## src/rtl/xfr_pkg.sv

```systemverilog
package xfr_pkg;
  localparam int unsigned CNT_W   = 24;
  localparam int unsigned BYTE_W  = 8;
  localparam int unsigned ADDR_W  = 4;
  localparam int unsigned LANES   = CNT_W / BYTE_W;

  localparam logic [ADDR_W-1:0] A_CNT_LO  = 4'd0;
  localparam logic [ADDR_W-1:0] A_CNT_MID = 4'd1;
  localparam logic [ADDR_W-1:0] A_DATA    = 4'd2;
  localparam logic [ADDR_W-1:0] A_CMD     = 4'd3;
  localparam logic [ADDR_W-1:0] A_STAT    = 4'd4;
  localparam logic [ADDR_W-1:0] A_FLAGS   = 4'd7;
  localparam logic [ADDR_W-1:0] A_CNT_HI  = 4'd14;

  localparam logic [BYTE_W-1:0] CMD_FLUSH = 8'h01;
  localparam int unsigned STAT_TC_BIT = 4;

  // Saturating one-step decrement of the transfer count.
  function automatic logic [CNT_W-1:0] cnt_dec(input logic [CNT_W-1:0] v);
    return (v == '0) ? v : v - CNT_W'(1);
  endfunction

  // Flags byte: step in the top three bits, occupancy in the low five.
  function automatic logic [BYTE_W-1:0] flags_pack(input logic [2:0] step,
                                                   input logic [4:0] occ);
    return {step, occ};
  endfunction
endpackage

```

## src/rtl/xfr_count.sv

```systemverilog
module xfr_count
  import xfr_pkg::*;
(
  input  logic                  clk,
  input  logic                  rst_n,
  input  logic [LANES-1:0]      load_en,
  input  logic [BYTE_W-1:0]     load_byte,
  input  logic                  dec,
  output logic [CNT_W-1:0]      cnt,
  output logic                  zero
);
  logic [CNT_W-1:0] cnt_q, cnt_d;

  always_comb begin
    cnt_d = cnt_q;
    if (|load_en) begin
      for (int i = 0; i < int'(LANES); i++)
        if (load_en[i]) cnt_d[i*BYTE_W +: BYTE_W] = load_byte;
    end else if (dec) begin
      cnt_d = cnt_dec(cnt_q);
    end
  end

  always_ff @(posedge clk or negedge rst_n)
    if (!rst_n) cnt_q <= '0;
    else        cnt_q <= cnt_d;

  assign cnt  = cnt_q;
  assign zero = (cnt_q == '0);
endmodule

```

## src/rtl/xfr_byte_fifo.sv

```systemverilog
module xfr_byte_fifo #(
  parameter int unsigned W     = 8,
  parameter int unsigned DEPTH = 16,
  localparam int unsigned PW   = $clog2(DEPTH),
  localparam int unsigned LW   = $clog2(DEPTH) + 1
) (
  input  logic          clk,
  input  logic          rst_n,
  input  logic          push,
  input  logic          pop,
  input  logic          flush,
  input  logic [W-1:0]  wdata,
  output logic [W-1:0]  head,
  output logic [LW-1:0] level,
  output logic          full,
  output logic          empty
);
  logic [W-1:0]  mem [DEPTH];
  logic [PW-1:0] wp, rp;
  logic [LW-1:0] lvl;

  function automatic logic [PW-1:0] ptr_inc(input logic [PW-1:0] p);
    return (p == PW'(DEPTH - 1)) ? '0 : p + PW'(1);
  endfunction

  always_ff @(posedge clk or negedge rst_n)
    if (!rst_n) begin
      wp <= '0; rp <= '0; lvl <= '0;
    end else if (flush) begin
      wp <= '0; rp <= '0; lvl <= '0;
    end else begin
      if (push) wp <= ptr_inc(wp);
      if (pop)  rp <= ptr_inc(rp);
      if (push && !pop)      lvl <= lvl + LW'(1);
      else if (pop && !push) lvl <= lvl - LW'(1);
    end

  always_ff @(posedge clk)
    if (push && !flush) mem[wp] <= wdata;

  assign empty = (lvl == '0);
  assign full  = (lvl == LW'(DEPTH));
  assign level = lvl;
  assign head  = empty ? '0 : mem[rp];
endmodule

```

## src/rtl/xfr_fifo_regs.sv

```systemverilog
module xfr_fifo_regs
  import xfr_pkg::*;
#(
  parameter int unsigned DEPTH = 16,
  localparam int unsigned LW   = $clog2(DEPTH) + 1
) (
  input  logic              clk,
  input  logic              rst_n,
  input  logic              reg_wr,
  input  logic              reg_rd,
  input  logic [ADDR_W-1:0] reg_addr,
  input  logic [BYTE_W-1:0] reg_wdata,
  output logic [BYTE_W-1:0] reg_rdata,
  input  logic              bus_byte,
  input  logic [2:0]        seq_step,
  output logic              fifo_err
);
  // Named internal events, observed by the bound checker.
  logic             push_req, push_ok, push_drop;
  logic             pop_req, pop_ok, pop_empty;
  logic             flush, cnt_load;
  logic [LANES-1:0] load_en;
  logic [CNT_W-1:0] cnt;
  logic             cnt_zero;
  logic [BYTE_W-1:0] head;
  logic [LW-1:0]    level;
  logic             full, empty;
  logic             err_q;

  assign push_req  = reg_wr && (reg_addr == A_DATA);
  assign pop_req   = reg_rd && (reg_addr == A_DATA);
  assign push_ok   = push_req && !full;
  assign push_drop = push_req && full;
  assign pop_ok    = pop_req && !empty;
  assign pop_empty = pop_req && empty;
  assign flush     = reg_wr && (reg_addr == A_CMD) && (reg_wdata == CMD_FLUSH);

  assign load_en[0] = reg_wr && (reg_addr == A_CNT_LO);
  assign load_en[1] = reg_wr && (reg_addr == A_CNT_MID);
  assign load_en[2] = reg_wr && (reg_addr == A_CNT_HI);
  assign cnt_load   = |load_en;

  xfr_count u_cnt (
    .clk       (clk),
    .rst_n     (rst_n),
    .load_en   (load_en),
    .load_byte (reg_wdata),
    .dec       (bus_byte),
    .cnt       (cnt),
    .zero      (cnt_zero)
  );

  xfr_byte_fifo #(.W(BYTE_W), .DEPTH(DEPTH)) u_fifo (
    .clk   (clk),
    .rst_n (rst_n),
    .push  (push_ok),
    .pop   (pop_ok),
    .flush (flush),
    .wdata (reg_wdata),
    .head  (head),
    .level (level),
    .full  (full),
    .empty (empty)
  );

  always_ff @(posedge clk or negedge rst_n)
    if (!rst_n)                      err_q <= 1'b0;
    else if (flush)                  err_q <= 1'b0;
    else if (push_drop || pop_empty) err_q <= 1'b1;

  assign fifo_err = err_q;

  always_comb begin
    reg_rdata = '0;
    case (reg_addr)
      A_CNT_LO:  reg_rdata = cnt[7:0];
      A_CNT_MID: reg_rdata = cnt[15:8];
      A_CNT_HI:  reg_rdata = cnt[23:16];
      A_DATA:    reg_rdata = head;
      A_STAT:    reg_rdata[STAT_TC_BIT] = cnt_zero;
      A_FLAGS:   reg_rdata = flags_pack(seq_step, 5'(level));
      default:   reg_rdata = '0;
    endcase
  end
endmodule

```

## config.mk

```make
export PLATFORM = sky130hd
export DESIGN_NAME = xfr_fifo_regs
export DESIGN_NICKNAME = d
export VERILOG_FILES = /design/src/rtl/xfr_pkg.sv /design/src/rtl/xfr_count.sv /design/src/rtl/xfr_byte_fifo.sv /design/src/rtl/xfr_fifo_regs.sv
export SDC_FILE = /design/constraint.sdc
export NUM_CORES = 1
export LEC_CHECK = 0
export BUFFER_PORTS_ARGS = -buffer_cell sky130_fd_sc_hd__buf_2
export CORE_ASPECT_RATIO = 0.5
export CORE_UTILIZATION = 56
export DETAILED_ROUTE_END_ITERATION = 8
export GPL_ROUTABILITY_DRIVEN = 0
export PLACE_DENSITY = 0.76
export SLEW_MARGIN = 20
export SYNTH_ARGS = -nofsm -noshare
export SYNTH_HDL_FRONTEND = slang
export SYNTH_HIERARCHICAL = 1
export SYNTH_SLANG_ARGS = --single-unit
```

## constraint.sdc

```tcl
create_clock -name clk -period 2.81 [get_ports clk]
set_input_delay 0.1405 -clock clk [delete_from_list [all_inputs] [get_ports clk]]
set_output_delay 0.1405 -clock clk [all_outputs]
set_load 0.02 [all_outputs]
```

==> After elaboration in Yosys (flattened, before gate mapping) <==
Memory sizes are Yosys's and may differ from the RTL's.
Cells that the tools add are included.
{ "word_totals": {"regBits": 38, "mem_bits_rw": 128, "in_bits": 20, "out_inout_bits": 9, "elab_cells": 82, "n_memories": 1} }
{ "memory_table": {"columns": ["memory", "depth", "width", "read_ports", "rd_ports_with_merged_regs", "write_ports", "line", "source"], "rows": [
  ["u_fifo.mem", 16, 8, 1, 0, 1, "xfr_byte_fifo.sv:18", "logic [W-1:0] mem [DEPTH];"]
]} }
{ "classes": {"addsub": 5, "n_eq_ne": 14, "muxes": 23, "reduce_logical": 32} }
{ "op_table": {"columns": ["operator", "count"], "rows": [
  ["$mux 24", 3],
  ["$mux 8", 4],
  ["$logic_not 24->1", 1],
  ["$mux 4", 6],
  ["$sub 24x1->24 const B", 1],
  ["$pmux 4 s5", 1],
  ["$mux 5", 3],
  ["$pmux 3 s5", 1],
  ["$logic_and 1x1->1", 14],
  ["$eq 4x4->1 const B", 3],
  ["$reduce_and 3->1", 3],
  ["$add 4x1->4 const B", 2],
  ["$eq 4x2->1 const B", 2],
  ["$eq 4x3->1 const B", 2],
  ["$eq 8x1->1 const B", 1],
  ["$reduce_bool 2->1", 4],
  ["$ne 2x1->1 const B", 3],
  ["$pmux 1 s6", 1],
  ["$add 5x1->5 const B", 1],
  ["$eq 5x5->1 const B", 1],
  ["$logic_not 1->1", 5],
  ["$logic_not 5->1", 1],
  ["$sub 5x1->5 const B", 1],
  ["$eq 4x1->1 const B", 1],
  ["other kinds (6)", 9]
]} }

==> Depth between registers and ports, before layout <==
Gate-level depths: netlist (run 1).
{ "depth": {"ltp_word": 8, "ltp_mapped": 11, "depth_no_buf": 9} }

==> Hierarchy <==
The synthesis (run 1) kept the hierarchy.
{ "modules_own_cells": {"columns": ["module", "n_inst", "cells_each", "area_per_inst_um2", "seq_area_each_um2"], "rows": [
  ["xfr_byte_fifo", 1, 316, 5955.7, 4169.0],
  ["xfr_count", 1, 194, 1686.6, 600.6],
  ["xfr_fifo_regs", 1, 67, 505.5, 25.0]
]} }

==> Worst setup path after synthesis (run 1) <==
OpenSTA, ideal clock, no wires.
{ "synth_path": {"path_type": "flip-flop to flip-flop", "start": "register u_fifo.lvl[0], in the netlist u_fifo/level[0]", "end": "register u_fifo.lvl[4], in the netlist u_fifo/level[4]", "setup_ps": 65, "arrival_time_ps": 2818, "t_required_ps": 2745, "slack_ps": -73, "stages_incl_launch_ff": 10, "path_buffers": 0, "period_less_slack_ps": 2883, "path_cell_list": "dfrtp_1 or4_1 nor2_1 nor3b_1 nand2b_1 fa_1 a21o_1 a21o_1 o21bai_1 nand2_1"} }
{ "synth_via": {"elab_chain_len": 7, "elab_cells_between_ends": 16, "cone_classes": "2 x add/sub; 1 x eq/ne; 3 x mux; 10 x reduce/logical"} }
{ "synth_rtl": {"columns": ["item", "line", "source"], "rows": [
  ["start: declaration", "xfr_byte_fifo.sv:20", "logic [LW-1:0] lvl;"],
  ["start signal: assignment", "xfr_byte_fifo.sv:34", "if (push && !pop) lvl <= lvl + LW'(1);"],
  ["start signal: assignment", "xfr_byte_fifo.sv:35", "else if (pop && !push) lvl <= lvl - LW'(1);"],
  ["$logic_not 5->1 *", "xfr_byte_fifo.sv:41", "assign empty = (lvl == '0);"],
  ["via empty", "xfr_fifo_regs.sv:27", "logic full, empty;"],
  ["$logic_not 1->1 *", "xfr_fifo_regs.sv:34", "assign pop_ok = pop_req && !empty;"],
  ["$logic_and 1x1->1 *", "xfr_fifo_regs.sv:34", null],
  ["via pop_ok", "xfr_fifo_regs.sv:20", "logic pop_req, pop_ok, pop_empty;"],
  ["$logic_not 1->1", "xfr_byte_fifo.sv:34", null],
  ["$logic_and 1x1->1", "xfr_byte_fifo.sv:34", null],
  ["$mux 5", "xfr_byte_fifo.sv:34", null],
  ["$mux 5", "xfr_byte_fifo.sv:29", "end else if (flush) begin"]
]} }
The timed path passes the listed nets; every way through them passes the cells marked *. The select of a mux whose other input is x is not followed.
A chain may end at the register's enable or synchronous reset.

==> Final worst setup path (run 1) <==
{ "layout_path": {"start": "register u_fifo.rp[0]", "end": "output port reg_rdata[4]"} }
{ "layout_via": {"elab_chain_len": 3} }
{ "layout_rtl": {"columns": ["item", "line", "source"], "rows": [
  ["start: declaration", "xfr_byte_fifo.sv:19", "logic [PW-1:0] wp, rp;"],
  ["start signal: assignment", "xfr_byte_fifo.sv:33", "if (pop) rp <= ptr_inc(rp);"],
  ["$mem_v2 16x8", null, null],
  ["$mux 8", "xfr_byte_fifo.sv:44", "assign head = empty ? '0 : mem[rp];"],
  ["via head[4]", "xfr_fifo_regs.sv:25", "logic [BYTE_W-1:0] head;"],
  ["$pmux 1 s6", "xfr_fifo_regs.sv:75", "case (reg_addr)"],
  ["end: declaration", "xfr_fifo_regs.sv:13", "output logic [BYTE_W-1:0] reg_rdata,"]
]} }
The timed path passes the listed nets, and every way through them passes these cells.

==> impl_results.rst, run 1 <==
.. list-table::
   :header-rows: 1

   * - Metric
     - Value
   * - Least-Margin Pin Slew
     - 0.912 ns
   * - Highest Clock Rate
     - 0.347 GHz
   * - Y dimension of the die
     - 87.3 um
   * - Synthesized netlist net count
     - approximately 610
   * - Reported leakage power
     - ~3.3 nW
   * - YS warnings
     - 6
   * - Kind of start point of the critical path
     - flop
   * - Cell at the root of the clock tree
     - sky130_fd_sc_hd__clkbuf_16
   * - Maximum number of pins on one net before global-route repair
     - 39
   * - Post-synth EDFFs
     - between 100 and 150
   * - Register clock-pin slew on the reported worst setup and hold paths
     - around 0.07 ns
   * - Setup violations, final
     - 3
   * - Pre-CTS WS
     - between 0.2 and 0.25 ns
   * - Gate Count Post-Synth
     - between 500 and 600
   * - Starting density of the core
     - 58.7%
   * - Result of the run
     - finished, violations left
   * - Via count normalized by instance count
     - 6.73
   * - DRC violation count after routing
     - 0
   * - Horizontal die dimension
     - 173 um
   * - Port Buffer Count
     - 28
   * - Leading cell type in the layout, fill and taps excluded
     - sky130_fd_sc_hd__edfxtp_1
   * - Final Hold Vio Count
     - 0
   * - Kind of critical path
     - reg -> out
   * - Arr. time, crit path
     - 2.74 ns
   * - Average wire length per cell after detail routing
     - approximately 25 um
   * - Most frequent cells in the layout
     - sky130_fd_sc_hd__edfxtp_1, sky130_fd_sc_hd__dfrtp_1, sky130_fd_sc_hd__nor2_1, sky130_fd_sc_hd__buf_4, sky130_fd_sc_hd__nand2_1
   * - Layout net count
     - around 670
   * - Final worst slack
     - -0.0723 ns
   * - NetSw
     - 0.00275 W
   * - Post-Syn Area
     - 0.00815 mm2
   * - Post-Syn Area per Cell
     - 14.1 um2
   * - Clk pwr share
     - between 20% and 30%
   * - Buffer levels on the longest clock path
     - 2
   * - Violation count after the first detailed-route iteration
     - approximately 740
   * - Clock tree sinks
     - roughly 170
   * - Clock Skew
     - between 0.01 and 0.015 ns
   * - CTS tree
     - built
   * - Top-level I/O count
     - 29
   * - Global-route wire length before repair
     - around 32000 um
   * - Failing checks
     - negative setup slack
   * - Switching power as a share of total power
     - about a third
   * - Post-synth ARST share
     - between 20% and 30%
   * - Most used DFF post-synth
     - sky130_fd_sc_hd__edfxtp_1
   * - Worst path required time
     - approximately 2.7 ns
   * - Register bit total from synthesis
     - about 170
   * - Cell row count
     - 30
   * - Residual overflow from global routing
     - 0
   * - CP Max Fanout
     - 7
   * - Overall power consumption
     - a little over 0.008 W
   * - Share of cells above drive strength 1
     - approximately a quarter
   * - Number of vias in the routed layout
     - between 5k and 6k
   * - RSZ-0062 raised after global routing
     - true
   * - Hold Path Class
     - in -> reg
   * - Sum of negative setup slack
     - -0.123 ns
   * - Number of max-slew violations in the final report
     - 0
   * - Cell-internal power
     - about 0.0055 W
   * - Die Area
     - around 0.015 mm2
   * - Global routing usage summed across all routing layers
     - approximately 30%
   * - Count of unique library cells instantiated by Yosys
     - 76
   * - Core Box Area
     - around 0.014 mm2
   * - Clock latency on the worst-skew pair
     - 0.43 ns
   * - Number of buffers created by CTS
     - 17
   * - Count of maximum capacitance violations
     - 0
   * - Number of nets with antenna violations after routing
     - 0
   * - Areal power density over the cells
     - 865 mW/mm2
   * - Minimum period implied by the final worst setup slack
     - a little under 3 ns
   * - Number of antenna violations at the first check in global routing
     - 0
   * - CP endpoint kind
     - output pin
   * - Relative slew slack
     - 39.2%
   * - Final Cycle Share
     - 103%
   * - H-tree depth
     - 4
   * - DRT Pass-1 Iters
     - 5
   * - Sequential Power Share
     - between 30 and 40%
   * - Area growth, synth to finish
     - 16.4%
   * - Number of global-route vias before repair
     - between 5k and 6k
   * - Worst-case vdd ir drop
     - roughly 0.49 mV
   * - Diode count
     - 0
   * - HPWL Detailed
     - ~13000 um
   * - Part of the total power dissipated in combinational logic
     - approximately a third
   * - Total length of routed wires
     - about 21000 um
   * - Sequential fraction of the synthesis area
     - between 50% and 60%
worst max-delay path, cell delays in order (launching register included):
cell and delay [ns]:
sky130_fd_sc_hd__dfrtp_4 0.54, sky130_fd_sc_hd__buf_12 0.14, sky130_fd_sc_hd__buf_16 0.11, sky130_fd_sc_hd__mux4_2 0.51, sky130_fd_sc_hd__a211oi_2 0.24, sky130_fd_sc_hd__a211oi_2 0.07, sky130_fd_sc_hd__nor3b_2 0.19, sky130_fd_sc_hd__a31oi_2 0.20
sky130_fd_sc_hd__o221ai_2 0.14, sky130_fd_sc_hd__buf_2 0.18
synthesized netlist by cell type, drive strengths merged (2+ instances only):
library cell  instances  area [um2]
a211oi               18         135
o221ai               10        93.8
nand2                31         116
nand3                 9        45.0
buf                  21         181
dfrtp                38         951
o211ai                3        27.5
nand4                 3        33.8
a22oi                 8        60.1
o21bai                2        15.0
nor3                 18         100
mux4                 32         785
o21ai                16        83.8
nor2                 38         155
inv                  15        56.3
and3                  4        25.0
o2bb2ai               6        52.6
a21oi                12        60.1
xor2                  3        26.3
nand2b                7        43.8
or3                   3        23.8
edfxtp              128        3840
nor4                 11        90.1
nor3b                11        82.6
o22a                  2        17.5
clkbuf                9        36.3
a31oi                11        68.8
and2b                 4        30.0
ha                   11         138
xnor2                 5        43.8
a21o                  2        15.0
a2bb2oi               2        17.5
nor2b                 7        43.8
nand3b                2        15.0
mux2i                19         190
or4                   4        30.0
o31ai                 2        15.0
o32ai                 4        35.0
o22ai                 8        50.1
and2                 17         106
o21a                  3        22.5
metal layers:
metal	GRT usage [%]	vias up	part of all wire, %
met5	0	-	0
met3	4.67	51	7.7
met4	11.9	0	2.8
li1	-	2403	-
met2	48.6	329	48
met1	40.5	2862	42
cells by family (layout without fill, tap and decap cells):
| family | after synthesis | after routing | synth area share, % |
|---|---|---|---|
| buffers and inverters | 46 | 116 | 3.47 |
| adders and majority gates | 12 | 12 | 1.93 |
| xor gates and xnor gates | 8 | 8 | 0.860 |
| muxes | 52 | 52 | 12.1 |
| and+or+nand+nor | 176 | 176 | 12.3 |
| DFF | 166 | 166 | 58.8 |
| AOI/OAI and AO/OA | 117 | 117 | 10.5 |
power by group through the flow:
stage          combinational (W)  sequential, W  clock, W
2_1_floorplan            0.00162        0.00310         0
3_3_place_gp             0.00202        0.00325         0
3_5_place_dp             0.00206        0.00325         0
4_1_cts                  0.00245        0.00321   0.00240
5_1_grt                  0.00277        0.00326   0.00249
6_report                 0.00260        0.00323   0.00237
through the flow:
step,hold slack [ns],cells,utilization (%),instance area [um2]
finish,0.0113,839,68.3,9480
global route,0.00968,839,68.3,9480
CTS,0.00364,837,67.6,9390
detailed placement,0.322,799,61.9,8590
global placement,0.326,799,61.9,8590
floorplan,-0.155,577,-,8150
final timing paths:
check                      slack [ns]                         from  cells after the start                           to
min in group asynchronous        0.38                        rst_n                      2     u_cnt/cnt[4]$_DFFE_PN0P_
max                             -0.07     u_fifo/rp[0]$_DFFE_PN0P_                      9                 reg_rdata[4]
min reg2reg                      0.56    u_cnt/cnt[23]$_DFFE_PN0P_                      1    u_cnt/cnt[23]$_DFFE_PN0P_
max in group asynchronous        1.75                        rst_n                      2     u_fifo/rp[0]$_DFFE_PN0P_
min                              0.01                 reg_wdata[5]                      1  u_fifo/mem[14][5]$_DFFE_PP_
max reg2reg                      0.19  u_fifo/level[1]$_DFFE_PN0P_                      9  u_fifo/level[4]$_DFFE_PN0P_
what timing repair did:
action,in CTS,in global routing
setup endpoints to repair,8,8
cloned,1,0
hold endpoints to repair,38,0
gates resized for setup,39,14
hold buffers,1,0
pin swaps,15,9
buffers inserted,4,2
state kept, by name (all words and copies together) (netlist names):
signal and count:
u_fifo/mem 128, u_cnt/cnt 24, fifo_err 1, u_fifo/wp 4
u_fifo/rp 4, u_fifo/level 5
cell type report:
type	instances	area, um2
Tap cell	192	240
Multi-Input combinational cell	365	3230
Clock inverter	15	184
Clock buffer	17	425
Fill cell	909	4400
Sequential cell	166	4800
Timing Repair Buffer	69	549
Inverter	15	56.3
(Power assumes the default switching activity.)
==> run 2, diff against run 1 <==
--- a/config.mk
+++ b/config.mk
@@ -7,10 +7,11 @@
 export LEC_CHECK = 0
 export BUFFER_PORTS_ARGS = -buffer_cell sky130_fd_sc_hd__buf_2
 export CORE_ASPECT_RATIO = 0.5
-export CORE_UTILIZATION = 56
+export CORE_UTILIZATION = 60
 export DETAILED_ROUTE_END_ITERATION = 8
 export GPL_ROUTABILITY_DRIVEN = 0
-export PLACE_DENSITY = 0.76
+export PLACE_DENSITY = 0.86
+export SETUP_SLACK_MARGIN = 0.2
 export SLEW_MARGIN = 20
 export SYNTH_ARGS = -nofsm -noshare
 export SYNTH_HDL_FRONTEND = slang
==> constraint.sdc (replaced) <==
create_clock -name clk -period 3.7 [get_ports clk]
set_input_delay 0.185 -clock clk [delete_from_list [all_inputs] [get_ports clk]]
set_output_delay 0.185 -clock clk [all_outputs]
set_load 0.02 [all_outputs]
==> impl_results.rst, run 2 (synthesis gave the netlist of run 1 again) <==
.. list-table::
   :header-rows: 1

   * - Metric
     - Value
   * - Result of the run
     - finished, final reports clean
   * - Buffer count from post-CTS setup fixing
     - 0
   * - DRC violation count after routing
     - 0
   * - Final Cycle Share
     - about nine tenths
   * - Kind of critical path
     - reg -> out
   * - Total length of routed wires
     - around 20000 um
   * - Global Route met2 Usage
     - 45.4%
   * - Cell seen most often among critical-path stages
     - sky130_fd_sc_hd__a211oi_1
   * - CTS tree
     - built
   * - Fillcell total
     - between 700 and 800
   * - Kind of start point of the critical path
     - flop
   * - Via count normalized by instance count
     - 7.12
   * - DRT Pass-1 Iters
     - 7
   * - Count of maximum capacitance violations
     - 0
   * - Least-Margin Pin Slew
     - 0.931 ns
   * - Sum of negative setup slack
     - 0 ns
   * - CP endpoint kind
     - output pin
   * - RSZ-0062 raised after global routing
     - false
   * - Utilization after layout
     - 69.5%
   * - Most frequent cells in the layout
     - sky130_fd_sc_hd__edfxtp_1, sky130_fd_sc_hd__dfrtp_1, sky130_fd_sc_hd__nor2_1
   * - Arr. time, crit path
     - 3.19 ns
   * - Cell at the root of the clock tree
     - sky130_fd_sc_hd__clkbuf_16
   * - Hold Path Class
     - in -> reg
   * - Top-level I/O count
     - 29
   * - Clock tree sinks
     - around 170
   * - Clock Skew
     - around 0.010 ns
   * - Average wire length per cell after detail routing
     - 24.8 um
   * - Port Buffer Count
     - 28
   * - Max FFs per register
     - between 100 and 150
   * - Register clock-pin slew on the reported worst setup and hold paths
     - around 0.07 ns
   * - Buffer levels on the longest clock path
     - 2
   * - List of cells traversed by the critical path
     - buf_12 > mux4_1 > and2b_1 > a211oi_1 > a211oi_1 > nor3b_1 > a31oi_1 > o221ai_1 > buf_2
   * - Slowest cell delay on critical path
     - about 0.7 ns
   * - Highest Clock Rate
     - 0.296 GHz
   * - Cell row count
     - 29
   * - Worst-case vdd ir drop
     - 0.381 mV
   * - Share of cells above drive strength 1
     - between 15 and 20%
   * - Gr busiest metal
     - met2
   * - Register containing the most flip-flops in the final layout
     - u_fifo/mem
   * - Routing usage on met1
     - between 40% and 50%
   * - Reported leakage power
     - around 3.1 nW
   * - Horizontal die dimension
     - about 170 um
   * - CP Max Fanout
     - 17
   * - Area growth, synth to finish
     - 10.5%
   * - HPWL Detailed
     - around 12000 um
   * - Number of antenna violations at the first check in global routing
     - 1
   * - Residual overflow from global routing
     - 0
   * - Violation count after the first detailed-route iteration
     - slightly above 900
   * - Starting density of the core
     - 62.9%
   * - Maximum number of pins on one net before global-route repair
     - 39
   * - Layout net count
     - between 600 and 700
   * - Final Hold Vio Count
     - 0
   * - Global-route wire length before repair
     - a little over 30000 um
   * - Setup violations, final
     - 0
   * - Global routing usage summed across all routing layers
     - 29.6%
   * - Met3 Usage GRT
     - approximately 8.4%
   * - Core Box Area
     - around 0.013 mm2
   * - Leading cell type in the layout, fill and taps excluded
     - sky130_fd_sc_hd__edfxtp_1
   * - Clock latency on the worst-skew pair
     - roughly 0.43 ns
   * - Y dimension of the die
     - 84.4 um
   * - H-tree depth
     - 4
   * - Relative slew slack
     - a little under two fifths
   * - Number of vias in the routed layout
     - between 5k and 6k
   * - Post-route cell area
     - around 0.0090 mm2
   * - Number of global-route vias before repair
     - ~5.3k
   * - Number of max-slew violations in the final report
     - 0
   * - Die Area
     - 0.0141 mm2
   * - Hold slack final
     - roughly 0.14 ns
   * - Number of buffers created by CTS
     - 17
   * - Post-cts resize count
     - 0
   * - DP Area
     - around 0.0084 mm2
   * - Number of nets with antenna violations after routing
     - 0
   * - Worst path required time
     - 3.51 ns
   * - Critical Path Slowest Stage Cell
     - sky130_fd_sc_hd__dfrtp_2
   * - Areal power density over the cells
     - about 640 mW/mm2
   * - Minimum period implied by the final worst setup slack
     - roughly 3.4 ns
-- run 2: area by class of cell --
class                      instances  area, um2  share of cell area, %
inverter                          15       56.3                  0.626
tap                              170        213                   2.36
clock inverter                    15        155                   1.72
clock buffer                      17        425                   4.73
timing repair buffer              45        283                   3.14
multi-input combinational        365       3070                   34.1
antenna                            1       2.50                 0.0278
sequential                       166       4800                   53.3
-- run 2: power by group --
group | total, W | switching (W) | internal (W) | leakage (nW)
clock network | 0.00174 | 0.000832 | 0.000903 | 0.283
logic | 0.00156 | 0.000811 | 0.000751 | 1.26
registers | 0.00249 | 0.000336 | 0.00216 | 1.60
-- run 2: worst max-delay path, delay by kind of cell (launching register included) --
kind                   cells  cell delay [ns]
AND/OR/NAND/NOR            2             0.35
multiplexers               1             0.56
buffers and inverters      2             0.46
flip-flops                 1             0.70
AO/OA/AOI/OAI              4             0.69
-- run 2: what timing repair did --
item,CTS,global route
endpoints found under the setup margin,0,0
hold buffers,1,0
hold endpoints to repair,38,0
-- run 2: routing by layer --
| layer | wire, um | vias up | part of all wire [%] |
|---|---|---|---|
| li1 | - | 2376 | - |
| met1 | 8080 | 2777 | 41 |
| met2 | 8990 | 403 | 46 |
| met3 | 1930 | 92 | 9.8 |
| met4 | 706 | 2 | 3.6 |
| met5 | 16 | - | 0.081 |
-- run 2: path summary, 6_finish.rpt --
path | start | to | slack [ns] | cells after the start
max | u_fifo/rp[0]$_DFFE_PN0P_ | reg_rdata[4] | 0.32 | 9
min | reg_wr | fifo_err$_DFFE_PN0P_ | 0.14 | 3
max reg2reg | u_fifo/level[0]$_DFFE_PN0P_ | u_fifo/level[4]$_DFFE_PN0P_ | 0.78 | 10
min reg2reg | u_cnt/cnt[20]$_DFFE_PN0P_ | u_cnt/cnt[20]$_DFFE_PN0P_ | 0.54 | 1
max in group asynchronous | rst_n | u_fifo/rp[0]$_DFFE_PN0P_ | 2.60 | 2
min in group asynchronous | rst_n | u_fifo/wp[3]$_DFFE_PN0P_ | 0.45 | 2
-- run 2: stage by stage --
stage          instances  power [W]  worst slack (ns)
2_1_floorplan        577    0.00358             0.817
5_1_grt              793    0.00601             0.209
3_5_place_dp         760    0.00400             0.828
3_3_place_gp         760    0.00394             0.890
4_1_cts              793    0.00576             0.350
6_report             794    0.00579             0.323
